--- src/rtl/ring_trk_pkg.sv ---
package ring_trk_pkg;

  typedef enum logic [1:0] {
    FILL_EMPTY   = 2'd0,
    FILL_PARTIAL = 2'd1,
    FILL_FULL    = 2'd2
  } ring_fill_e;

  localparam int DESC_IRQ_BIT  = 31;
  localparam int DESC_LAST_BIT = 30;
  localparam int FCS_BYTES     = 4;

endpackage

--- src/rtl/ring_index_unit.sv ---
module ring_index_unit
  import ring_trk_pkg::*;
#(
  parameter int IDX_W       = 4,
  parameter bit HW_PRODUCES = 1'b0
) (
  input  logic             clk,
  input  logic             rst_n,
  input  logic             ring_rst,
  input  logic             last_wr,
  input  logic [IDX_W-1:0] last_wdata,
  input  logic             sw_wr,
  input  logic [IDX_W-1:0] sw_wdata,
  input  logic             hw_done,
  output logic [IDX_W-1:0] prod,
  output logic [IDX_W-1:0] cons,
  output logic [IDX_W-1:0] last,
  output ring_fill_e       fill,
  output logic             fin,
  output logic             hw_adv,
  output logic             sw_take
);

  localparam logic [IDX_W-1:0] LAST_RST = '1;
  localparam logic [IDX_W-1:0] ONE      = IDX_W'(1);

  function automatic logic [IDX_W-1:0] wrap_inc(input logic [IDX_W-1:0] idx,
                                                input logic [IDX_W-1:0] lst);
    return (idx == lst) ? '0 : idx + ONE;
  endfunction

  function automatic ring_fill_e classify(input logic [IDX_W-1:0] p,
                                          input logic [IDX_W-1:0] c,
                                          input logic [IDX_W-1:0] lst);
    if (p == c) return FILL_EMPTY;
    if (((c == '0) && (p == lst)) || (c == p + ONE)) return FILL_FULL;
    return FILL_PARTIAL;
  endfunction

  logic [IDX_W-1:0] sw_q, hw_q, last_q;
  logic [IDX_W-1:0] sw_d, hw_d, prod_d, cons_d;
  logic             fin_q;
  logic             last_take, clear;
  logic             hw_blocked, fin_hit;
  ring_fill_e       fill_nxt;

  // ownership of the two pointers is chosen per ring
  if (HW_PRODUCES) begin : g_hw_prod
    assign prod       = hw_q;
    assign cons       = sw_q;
    assign prod_d     = hw_d;
    assign cons_d     = sw_d;
    assign hw_blocked = (fill == FILL_FULL);
    assign fin_hit    = (fill_nxt == FILL_FULL);
  end else begin : g_hw_cons
    assign prod       = sw_q;
    assign cons       = hw_q;
    assign prod_d     = sw_d;
    assign cons_d     = hw_d;
    assign hw_blocked = (fill == FILL_EMPTY);
    assign fin_hit    = (fill_nxt == FILL_EMPTY);
  end

  assign last      = last_q;
  assign fin       = fin_q;
  assign fill      = classify(prod, cons, last_q);
  assign fill_nxt  = classify(prod_d, cons_d, last_q);

  assign last_take = last_wr && (last_wdata != '0) && !ring_rst;
  assign clear     = ring_rst || last_take;
  assign hw_adv    = hw_done && !hw_blocked && !clear;
  assign sw_take   = sw_wr && (sw_wdata <= last_q) && !clear;

  assign hw_d = hw_adv  ? wrap_inc(hw_q, last_q) : hw_q;
  assign sw_d = sw_take ? sw_wdata               : sw_q;

  always_ff @(posedge clk or negedge rst_n) begin
    if (!rst_n) begin
      sw_q   <= '0;
      hw_q   <= '0;
      last_q <= LAST_RST;
      fin_q  <= 1'b0;
    end else if (clear) begin
      sw_q   <= '0;
      hw_q   <= '0;
      fin_q  <= 1'b0;
      if (last_take) last_q <= last_wdata;
    end else begin
      sw_q   <= sw_d;
      hw_q   <= hw_d;
      fin_q  <= hw_adv && fin_hit;
    end
  end

endmodule

--- src/rtl/desc_ctrl_decode.sv ---
module desc_ctrl_decode #(
  parameter int SIZE_W = 11
) (
  input  logic [SIZE_W-1:0] size_field,
  input  logic              irq_bit,
  input  logic              last_bit,
  output logic [SIZE_W:0]   frag_bytes,
  output logic              irq_req,
  output logic              last_frag
);

  function automatic logic [SIZE_W:0] count_of(input logic [SIZE_W-1:0] f);
    return {1'b0, f} + (SIZE_W+1)'(1);
  endfunction

  assign frag_bytes = count_of(size_field);
  assign irq_req    = irq_bit;
  assign last_frag  = last_bit;

endmodule

--- src/rtl/rx_stat_decode.sv ---
module rx_stat_decode
  import ring_trk_pkg::*;
#(
  parameter int SIZE_W = 11
) (
  input  logic [SIZE_W-1:0] size_field,
  output logic [SIZE_W:0]   frame_bytes,
  output logic [SIZE_W:0]   payload_bytes
);

  localparam logic [SIZE_W:0] FCS_N = (SIZE_W+1)'(FCS_BYTES);

  function automatic logic [SIZE_W:0] count_of(input logic [SIZE_W-1:0] f);
    return {1'b0, f} + (SIZE_W+1)'(1);
  endfunction

  function automatic logic [SIZE_W:0] strip_fcs(input logic [SIZE_W:0] n);
    return (n >= FCS_N) ? n - FCS_N : '0;
  endfunction

  assign frame_bytes   = count_of(size_field);
  assign payload_bytes = strip_fcs(frame_bytes);

endmodule

--- src/rtl/dma_ring_tracker.sv ---
module dma_ring_tracker
  import ring_trk_pkg::*;
#(
  parameter int IDX_W  = 4,
  parameter int SIZE_W = 11
) (
  input  logic              clk,
  input  logic              rst_n,
  input  logic              tx_ring_rst,
  input  logic              tx_last_wr,
  input  logic [IDX_W-1:0]  tx_last_wdata,
  input  logic              tx_prod_wr,
  input  logic [IDX_W-1:0]  tx_prod_wdata,
  input  logic              tx_hw_step,
  output logic [IDX_W-1:0]  tx_prod,
  output logic [IDX_W-1:0]  tx_cons,
  output logic [IDX_W-1:0]  tx_last,
  output logic              tx_empty,
  output logic              tx_full,
  output logic              tx_partial,
  output logic              tx_fin,
  input  logic              rx_ring_rst,
  input  logic              rx_last_wr,
  input  logic [IDX_W-1:0]  rx_last_wdata,
  input  logic              rx_cons_wr,
  input  logic [IDX_W-1:0]  rx_cons_wdata,
  input  logic              rx_hw_step,
  output logic [IDX_W-1:0]  rx_prod,
  output logic [IDX_W-1:0]  rx_cons,
  output logic [IDX_W-1:0]  rx_last,
  output logic              rx_empty,
  output logic              rx_full,
  output logic              rx_partial,
  output logic              rx_fin,
  input  logic [31:0]       desc_ctrl,
  output logic [SIZE_W:0]   desc_frag_bytes,
  output logic              desc_irq,
  output logic              desc_last,
  input  logic [31:0]       rx_stat,
  output logic [SIZE_W:0]   rx_stat_bytes,
  output logic [SIZE_W:0]   rx_payload_bytes
);

  localparam int NRING = 2;

  logic [NRING-1:0] r_rst, r_last_wr, r_sw_wr, r_hw_done, r_fin;
  logic [NRING-1:0] ring_hw_adv, ring_sw_take;
  logic [IDX_W-1:0] r_last_wd [NRING];
  logic [IDX_W-1:0] r_sw_wd   [NRING];
  logic [IDX_W-1:0] r_prod    [NRING];
  logic [IDX_W-1:0] r_cons    [NRING];
  logic [IDX_W-1:0] r_last    [NRING];
  ring_fill_e       r_fill    [NRING];

  // ring 0 = transmit (software produces), ring 1 = receive (hardware produces)
  assign r_rst     = {rx_ring_rst, tx_ring_rst};
  assign r_last_wr = {rx_last_wr,  tx_last_wr};
  assign r_sw_wr   = {rx_cons_wr,  tx_prod_wr};
  assign r_hw_done = {rx_hw_step,  tx_hw_step};
  assign r_last_wd[0] = tx_last_wdata;
  assign r_last_wd[1] = rx_last_wdata;
  assign r_sw_wd[0]   = tx_prod_wdata;
  assign r_sw_wd[1]   = rx_cons_wdata;

  for (genvar g = 0; g < NRING; g++) begin : g_ring
    ring_index_unit #(
      .IDX_W      (IDX_W),
      .HW_PRODUCES(g == 1)
    ) u_ring (
      .clk       (clk),
      .rst_n     (rst_n),
      .ring_rst  (r_rst[g]),
      .last_wr   (r_last_wr[g]),
      .last_wdata(r_last_wd[g]),
      .sw_wr     (r_sw_wr[g]),
      .sw_wdata  (r_sw_wd[g]),
      .hw_done   (r_hw_done[g]),
      .prod      (r_prod[g]),
      .cons      (r_cons[g]),
      .last      (r_last[g]),
      .fill      (r_fill[g]),
      .fin       (r_fin[g]),
      .hw_adv    (ring_hw_adv[g]),
      .sw_take   (ring_sw_take[g])
    );
  end

  assign tx_prod    = r_prod[0];
  assign tx_cons    = r_cons[0];
  assign tx_last    = r_last[0];
  assign tx_empty   = (r_fill[0] == FILL_EMPTY);
  assign tx_full    = (r_fill[0] == FILL_FULL);
  assign tx_partial = (r_fill[0] == FILL_PARTIAL);
  assign tx_fin     = r_fin[0];

  assign rx_prod    = r_prod[1];
  assign rx_cons    = r_cons[1];
  assign rx_last    = r_last[1];
  assign rx_empty   = (r_fill[1] == FILL_EMPTY);
  assign rx_full    = (r_fill[1] == FILL_FULL);
  assign rx_partial = (r_fill[1] == FILL_PARTIAL);
  assign rx_fin     = r_fin[1];

  desc_ctrl_decode #(.SIZE_W(SIZE_W)) u_ctrl_dec (
    .size_field(desc_ctrl[SIZE_W-1:0]),
    .irq_bit   (desc_ctrl[DESC_IRQ_BIT]),
    .last_bit  (desc_ctrl[DESC_LAST_BIT]),
    .frag_bytes(desc_frag_bytes),
    .irq_req   (desc_irq),
    .last_frag (desc_last)
  );

  rx_stat_decode #(.SIZE_W(SIZE_W)) u_stat_dec (
    .size_field   (rx_stat[SIZE_W-1:0]),
    .frame_bytes  (rx_stat_bytes),
    .payload_bytes(rx_payload_bytes)
  );

endmodule

--- config.mk ---
export PLATFORM = sky130hd
export DESIGN_NAME = dma_ring_tracker
export DESIGN_NICKNAME = d
export VERILOG_FILES = /design/src/rtl/ring_trk_pkg.sv /design/src/rtl/ring_index_unit.sv /design/src/rtl/desc_ctrl_decode.sv /design/src/rtl/rx_stat_decode.sv /design/src/rtl/dma_ring_tracker.sv
export SDC_FILE = /design/constraint.sdc
export NUM_CORES = 1
export LEC_CHECK = 0
export ABC_AREA = 1
export BUFFER_PORTS_ARGS = -buffer_cell sky130_fd_sc_hd__clkbuf_2
export CAP_MARGIN = 20
export CORE_ASPECT_RATIO = 1.25
export CORE_MARGIN = 2
export CORE_UTILIZATION = 45
export DETAILED_ROUTE_END_ITERATION = 10
export MAX_ROUTING_LAYER = met4
export PLACE_DENSITY = 0.81
export SLEW_MARGIN = 20
export SYNTH_ARGS = -nofsm -noshare
export SYNTH_HDL_FRONTEND = slang
export SYNTH_SLANG_ARGS = --single-unit
--- constraint.sdc ---
create_clock -name clk -period 3.5 [get_ports clk]
set_input_delay 0 -clock clk [delete_from_list [all_inputs] [get_ports clk]]
set_output_delay 0 -clock clk [all_outputs]
set_load 0.02 [all_outputs]
---- Word-level counts from Yosys, hierarchy flattened ----
Index checks and enable logic that the tools add are counted.
W data, S select, Z words.
word-level totals
  flip-flop bits (word level) ............. 26
  logic and storage cells ................. 119
operators by class
  add/sub/neg operators ................... 8
  order comparisons ....................... 3
  eq/ne operators ......................... 18
  muxes and demuxes ....................... 41
  reductions and logical operators ........ 41
operators with widths
  cell                     count
  $eq A4 B4 Y1             13
  $mux W4                  10
  $mux W2                  16
  $add A11 B1 Y12 const B  2
  $add A4 B1 Y4 const B    5
  $logic_and A1 B1 Y1      18
  $logic_not A4 Y1         4
  $mux W1                  14
  $ge A12 B3 Y1 const B    1
  $mux W12                 1
  $sub A12 B3 Y12 const B  1
  $le A4 B4 Y1             2
  $reduce_bool A4 Y1       2
  $eq A2 B2 Y1 const B     3
  $logic_not A1 Y1         6
  $logic_not A2 Y1         3
  $logic_or A1 B1 Y1       6
  $eq A2 B1 Y1 const B     2
  $reduce_and A2 Y1        2

---- Depth between registers and ports, before layout ----
  word-level depth ........................ 22
  gate-level depth with buffers ........... 23
  mapped depth without buffers ............ 22

---- By module ----
Synthesis repeated with hierarchy kept, for this count alone.
unflattened totals
  cell total of the unflattened synthesis .. 561
  area total of the unflattened synthesis .. 3444.6 um^2
by module, submodules not included
  module                              instances  cells an instance  area each (um^2)  sequential area each (um^2)
  ring_index_unit (g_ring[1].u_ring)  1          207                1295.0            330.3
  ring_index_unit (g_ring[0].u_ring)  1          171                1174.9            330.3
  rx_stat_decode                      1          122                674.4             0.0
  desc_ctrl_decode                    1          51                 262.8             0.0
  dma_ring_tracker                    1          10                 37.5              0.0

---- Least setup slack after synthesis ----
Ideal clock, no wire load.
  kind .................................... register -> register
  start ................................... register g_ring[1].u_ring.hw_q[0]
  end ..................................... register g_ring[1].u_ring.fin_q
  data arrival time ....................... 2.372 ns
  data required time ...................... 3.427 ns
  path slack .............................. 1.055 ns
  stages on the path, launching flop included .. 20
  clock period less this slack ............ 2.445 ns
  cell sequence ........................... dfrtp_1 ha_1 xnor2_1 nand2_1 nor2_1 nand2_1 nand2_2 nand2_4 nand3_1 nand2_4 ha_1 inv_1 nand3_1 nand2_1 nand3_1 nand2_1 inv_1 nor2_1 nand2_1 a21oi_2
on the way
  cells in the longest elaborated chain, start to end .. 22
RTL lines
  item                                                        RTL line                                      source
  start, declared                                             ring_index_unit.sv:40                         logic [IDX_W-1:0] sw_q, hw_q, last_q;
  start signal, assigned                                      ring_index_unit.sv:90                         hw_q <= hw_d;
  $add A4 B1 Y4 / $eq A4 B4 Y1 (equally long branches)        ring_index_unit.sv:29, ring_index_unit.sv:36
  $eq A4 B4 Y1 / $logic_and A1 B1 Y1 (equally long branches)  ring_index_unit.sv:36                         if (((c == '0) && (p == lst)) || (c == p + ONE)) return FILL_FULL;
  $logic_or A1 B1 Y1                                          ring_index_unit.sv:36
  $mux W1 (2 in series)                                       ring_index_unit.sv:36
  $mux W2                                                     ring_index_unit.sv:37                         return FILL_PARTIAL;
  $mux W2                                                     ring_index_unit.sv:36
  $eq A2 B2 Y1                                                ring_index_unit.sv:53                         assign hw_blocked = (fill == FILL_FULL);
  $logic_not A1 Y1                                            ring_index_unit.sv:71                         assign hw_adv = hw_done && !hw_blocked && !clear;
  [4 not listed]                                              -
  $eq A4 B4 Y1 / $logic_and A1 B1 Y1 (equally long branches)  ring_index_unit.sv:36
  $logic_or A1 B1 Y1                                          ring_index_unit.sv:36
  $mux W1 (2 in series)                                       ring_index_unit.sv:36
  $mux W2                                                     ring_index_unit.sv:37
  $mux W2                                                     ring_index_unit.sv:36
  $eq A2 B2 Y1                                                ring_index_unit.sv:54                         assign fin_hit = (fill_nxt == FILL_FULL);
  $logic_and A1 B1 Y1 (*)                                     ring_index_unit.sv:91                         fin_q <= hw_adv && fin_hit;
  $mux W1 (*)                                                 ring_index_unit.sv:83                         end else if (clear) begin
  end signal, assigned                                        ring_index_unit.sv:91
  end, declared                                               ring_index_unit.sv:42                         logic fin_q;
Every way passes the cells marked *; elsewhere a longest branch is shown, timed or not. The select of a mux whose other input is x is not followed.
A chain may end at the register's enable or synchronous reset.

---- Worst setup path in the final report ----
Ends and elaborated chain as after synthesis.

==> flow_summary.yaml <==
critical_path:
  ff2ff_path_depth: 19
  timing.rr.end: "g_ring[1].u_ring.fin"
  worstPathArrival_ns: 2.83
  r2r_slack_ns: 0.89
  worst-path-stages: 19
  end_kind: "flip-flop"
  crit_required_ns: 3.72
  max_stage_delay_ns: 0.49
  worst_setup_path_start_kind: "flip-flop"
  cp_top_family: "simple AND/OR/NAND/NOR gates"
  cp_max_fo: 8
  cp_cell_sequence: "ha_1 -> xnor2_1 -> nand2_1 -> nor2_1 -> nand2_1 -> nand2_2 -> nand2_4 -> nand3_1 -> nand2_4 -> ha_1 -> inv_1 -> nand3_1 -> nand2_1 -> nand3_1 -> nand2_1 -> inv_1 -> nor2_1 -> nand2_1 -> a21oi_2"
  critPathSlowestCell: "dfrtp_1"
  r2r_start: "g_ring[1].u_ring.prod[0]"
  path_class: "reg -> reg"
  crit_buf_inv: 2
  critPathMostFrequentCell: "nand2_1"
die:
  fp.dieW_um: 76.30
  pin_count: 160
  initial_core_util_pct: 47.08
  dieArea_mm2: 0.007201
  core_mm2: 0.006246
  num_rows: 32
  die_h_um: 94.38
timing:
  slew_viol_final: 0
  report.final.setup_viol: 0
  tightestPinTransition_ns: 0.6307
  hold_viol: 0
  finalSetupTns_ns: 0
  timing.final.crit_share_pct: 74.52
  finClkSkew_ns: 0.002416
  min_period_ns: 2.608
  fmax_mhz: 383.4
  rsz0062_at_grt: "false"
  maxSlewHeadroom_pct: 57.96
drt:
  drc_errors: 0
  wl_met3_um: 437
  wl_mm: 7.827
  m1WireLength_mm: 3.282
  dr_total_vias: 3246
  wl_met2_mm: 3.951
  drtAntennaViolNets: 0
  post_drt_via_cell_ratio: 4.933
  wl_per_cell_um: 11.90
  drtIter0Drc: 99
  top_layer: "met4"
  first_pass_iters: 4
placement:
  dpl_cell_area_mm2: 0.003585
  port_buffers: 115
  post-dp-hpwl_mm: 6.444
  gp_congestion: 0.9283
clock_tree:
  path_clk_slew_ns: 0.09
  cts_tree: "done"
  root_buffer: "clkbuf_8"
  post_cts_buffers: 0
  cts_inserted_buffers: 3
  clk_latency_ns: 0.28
  cts.sinks: 26
  htreeDepth: 1
  cts.path.max_buffers: 2
hold_path:
  hold_class: "in -> out"
  min_from: "desc_ctrl[30]"
  hold-path-endpoint: "desc_last"
  hold_depth: 0
global_route:
  grt_antenna_before_repair: 0
  grt_pass1_vias: 3132
  grt_max_degree: 27
  grt_pass1_wl_mm: 13.48
  grtUsageTotal_pct: 23.28
  gr-total-overflow: 0
yosys:
  syn_inst: 451
  ys_warn_count: 0
  synthDistinctLibCells: 38
  synth.largest_area_cell: "dfrtp_1"
  syn_area_mm2: 0.002940
  synthesis.nets: 559
  synthTopCellsByCount: "nand2_1, inv_1, nor2_1"
  synth_ff_type: "dfrtp_1"
  synth_top_area_share_pct: 15.32
  ys_seq_area_share_pct: 22.47
  avgSynthCellArea_um2: 6.520
  synthMostInstantiatedCell: "nand2_1"
  async_reset_ff_share_pct: 100.0
  synth_edf_count: 0
  yosys_register_bits: 26
  synth_area_leaders: "dfrtp_1, nand2_1, xor2_1"
final_layout:
  syn2layout_area_growth_pct: 27.40
  final_area_mm2: 0.003746
  finalNetCount: 682
  num_antenna_cells: 0
  drive_gt1_share_pct: 28.10
flow_run:
  max-cap-violations: 0
power_and_ir_drop:
  power.leakage_nw: 2.179
  p_per_area_mw_per_mm2: 274.8
  vdd_drop_max_v: 0.0002568
  total_power_mw: 1.029
status:
  status: "finished, final reports clean"
sequential cells by signal (all words and copies together) (netlist names):
register,cells
g_ring.u_ring.cons,8
g_ring.u_ring.last,8
g_ring.u_ring.prod,8
g_ring.u_ring.fin,2
worst max-delay path by stage:
stage                                        start  slack [ns]                   end
after CTS                 g_ring[1].u_ring.prod[0]        0.88  g_ring[1].u_ring.fin
after floorplan           g_ring[1].u_ring.prod[0]        1.06  g_ring[1].u_ring.fin
after global placement    g_ring[1].u_ring.prod[0]        0.93  g_ring[1].u_ring.fin
after global routing      g_ring[1].u_ring.prod[0]        0.63  g_ring[1].u_ring.fin
final                     g_ring[1].u_ring.prod[0]        0.89  g_ring[1].u_ring.fin
after detailed placement  g_ring[1].u_ring.prod[0]        0.90  g_ring[1].u_ring.fin
kinds of logic (layout without fill, tap and decap cells):
group | count (synthesis) | after routing | share of synthesized area (%)
xor+xnor | 40 | 40 | 11.92
flops | 26 | 26 | 22.47
buf+inv | 78 | 200 | 10.47
fa+ha+maj | 18 | 18 | 7.660
mux | 1 | 1 | 0.3404
simple gates | 246 | 246 | 38.60
compound gates | 42 | 42 | 8.553
what timing repair did:
item                      in CTS  in global routing
hold endpoints to repair      26                  0
hold buffers                   9                  0
gates resized for setup        0                  0
layout by cell type (no fill, tap or decap), drive strengths merged:
master and instances:
clkbuf 118, nand2 117, inv 72, nor2 68, nand3 38, xor2 31
o21ai 21, ha 18, dfrtp 18, a21oi 11, xnor2 9, dlygate4sd3 9
dfstp 8, nor3 6, o21bai 4, nand4 4, nand3b 4, or2 4
a21o 2, nor3b 2, and2 2, a221oi 2, or4 1, o211ai 1
o22ai 1, mux2i 1, bufinv 1
where the power goes:
group	leakage, nW	internal [mW]	switching [mW]
clock	0.0357	0.153	0.104
sequential	0.334	0.327	0.0270
combinational	1.81	0.155	0.263
cell type report:
type                            count  area [µm²]
Multi-Input combinational cell    347        1972
Clock inverter                      1       30.03
Clock buffer                        3       41.29
Inverter                           72       270.3
Sequential cell                    26       660.6
Timing Repair Buffer              124       665.6
Tap cell                           85       106.4
Fill cell                         616        2500
layer usage:
metal / vias to the layer above / GRT usage, %
met2: 127 / 43.14
met4: 0 / 8.485
met5: - / -
li1: 1660 / -
met1: 1444 / 26.11
met3: 15 / 2.294
metrics by stage:
step	cells	utilization [%]	worst slack (ns)	hold slack [ns]
after detailed placement	645	57.39	0.9025	0.0001367
final	658	59.98	0.8919	0.000008850
after floorplan	451	-	1.055	-0.2956
after CTS	658	59.98	0.8792	0.0001367
after global routing	658	59.98	0.6328	0.00003173
after global placement	645	57.39	0.9349	0.0001367
Note: power is estimated with default switching activity, not from simulation.
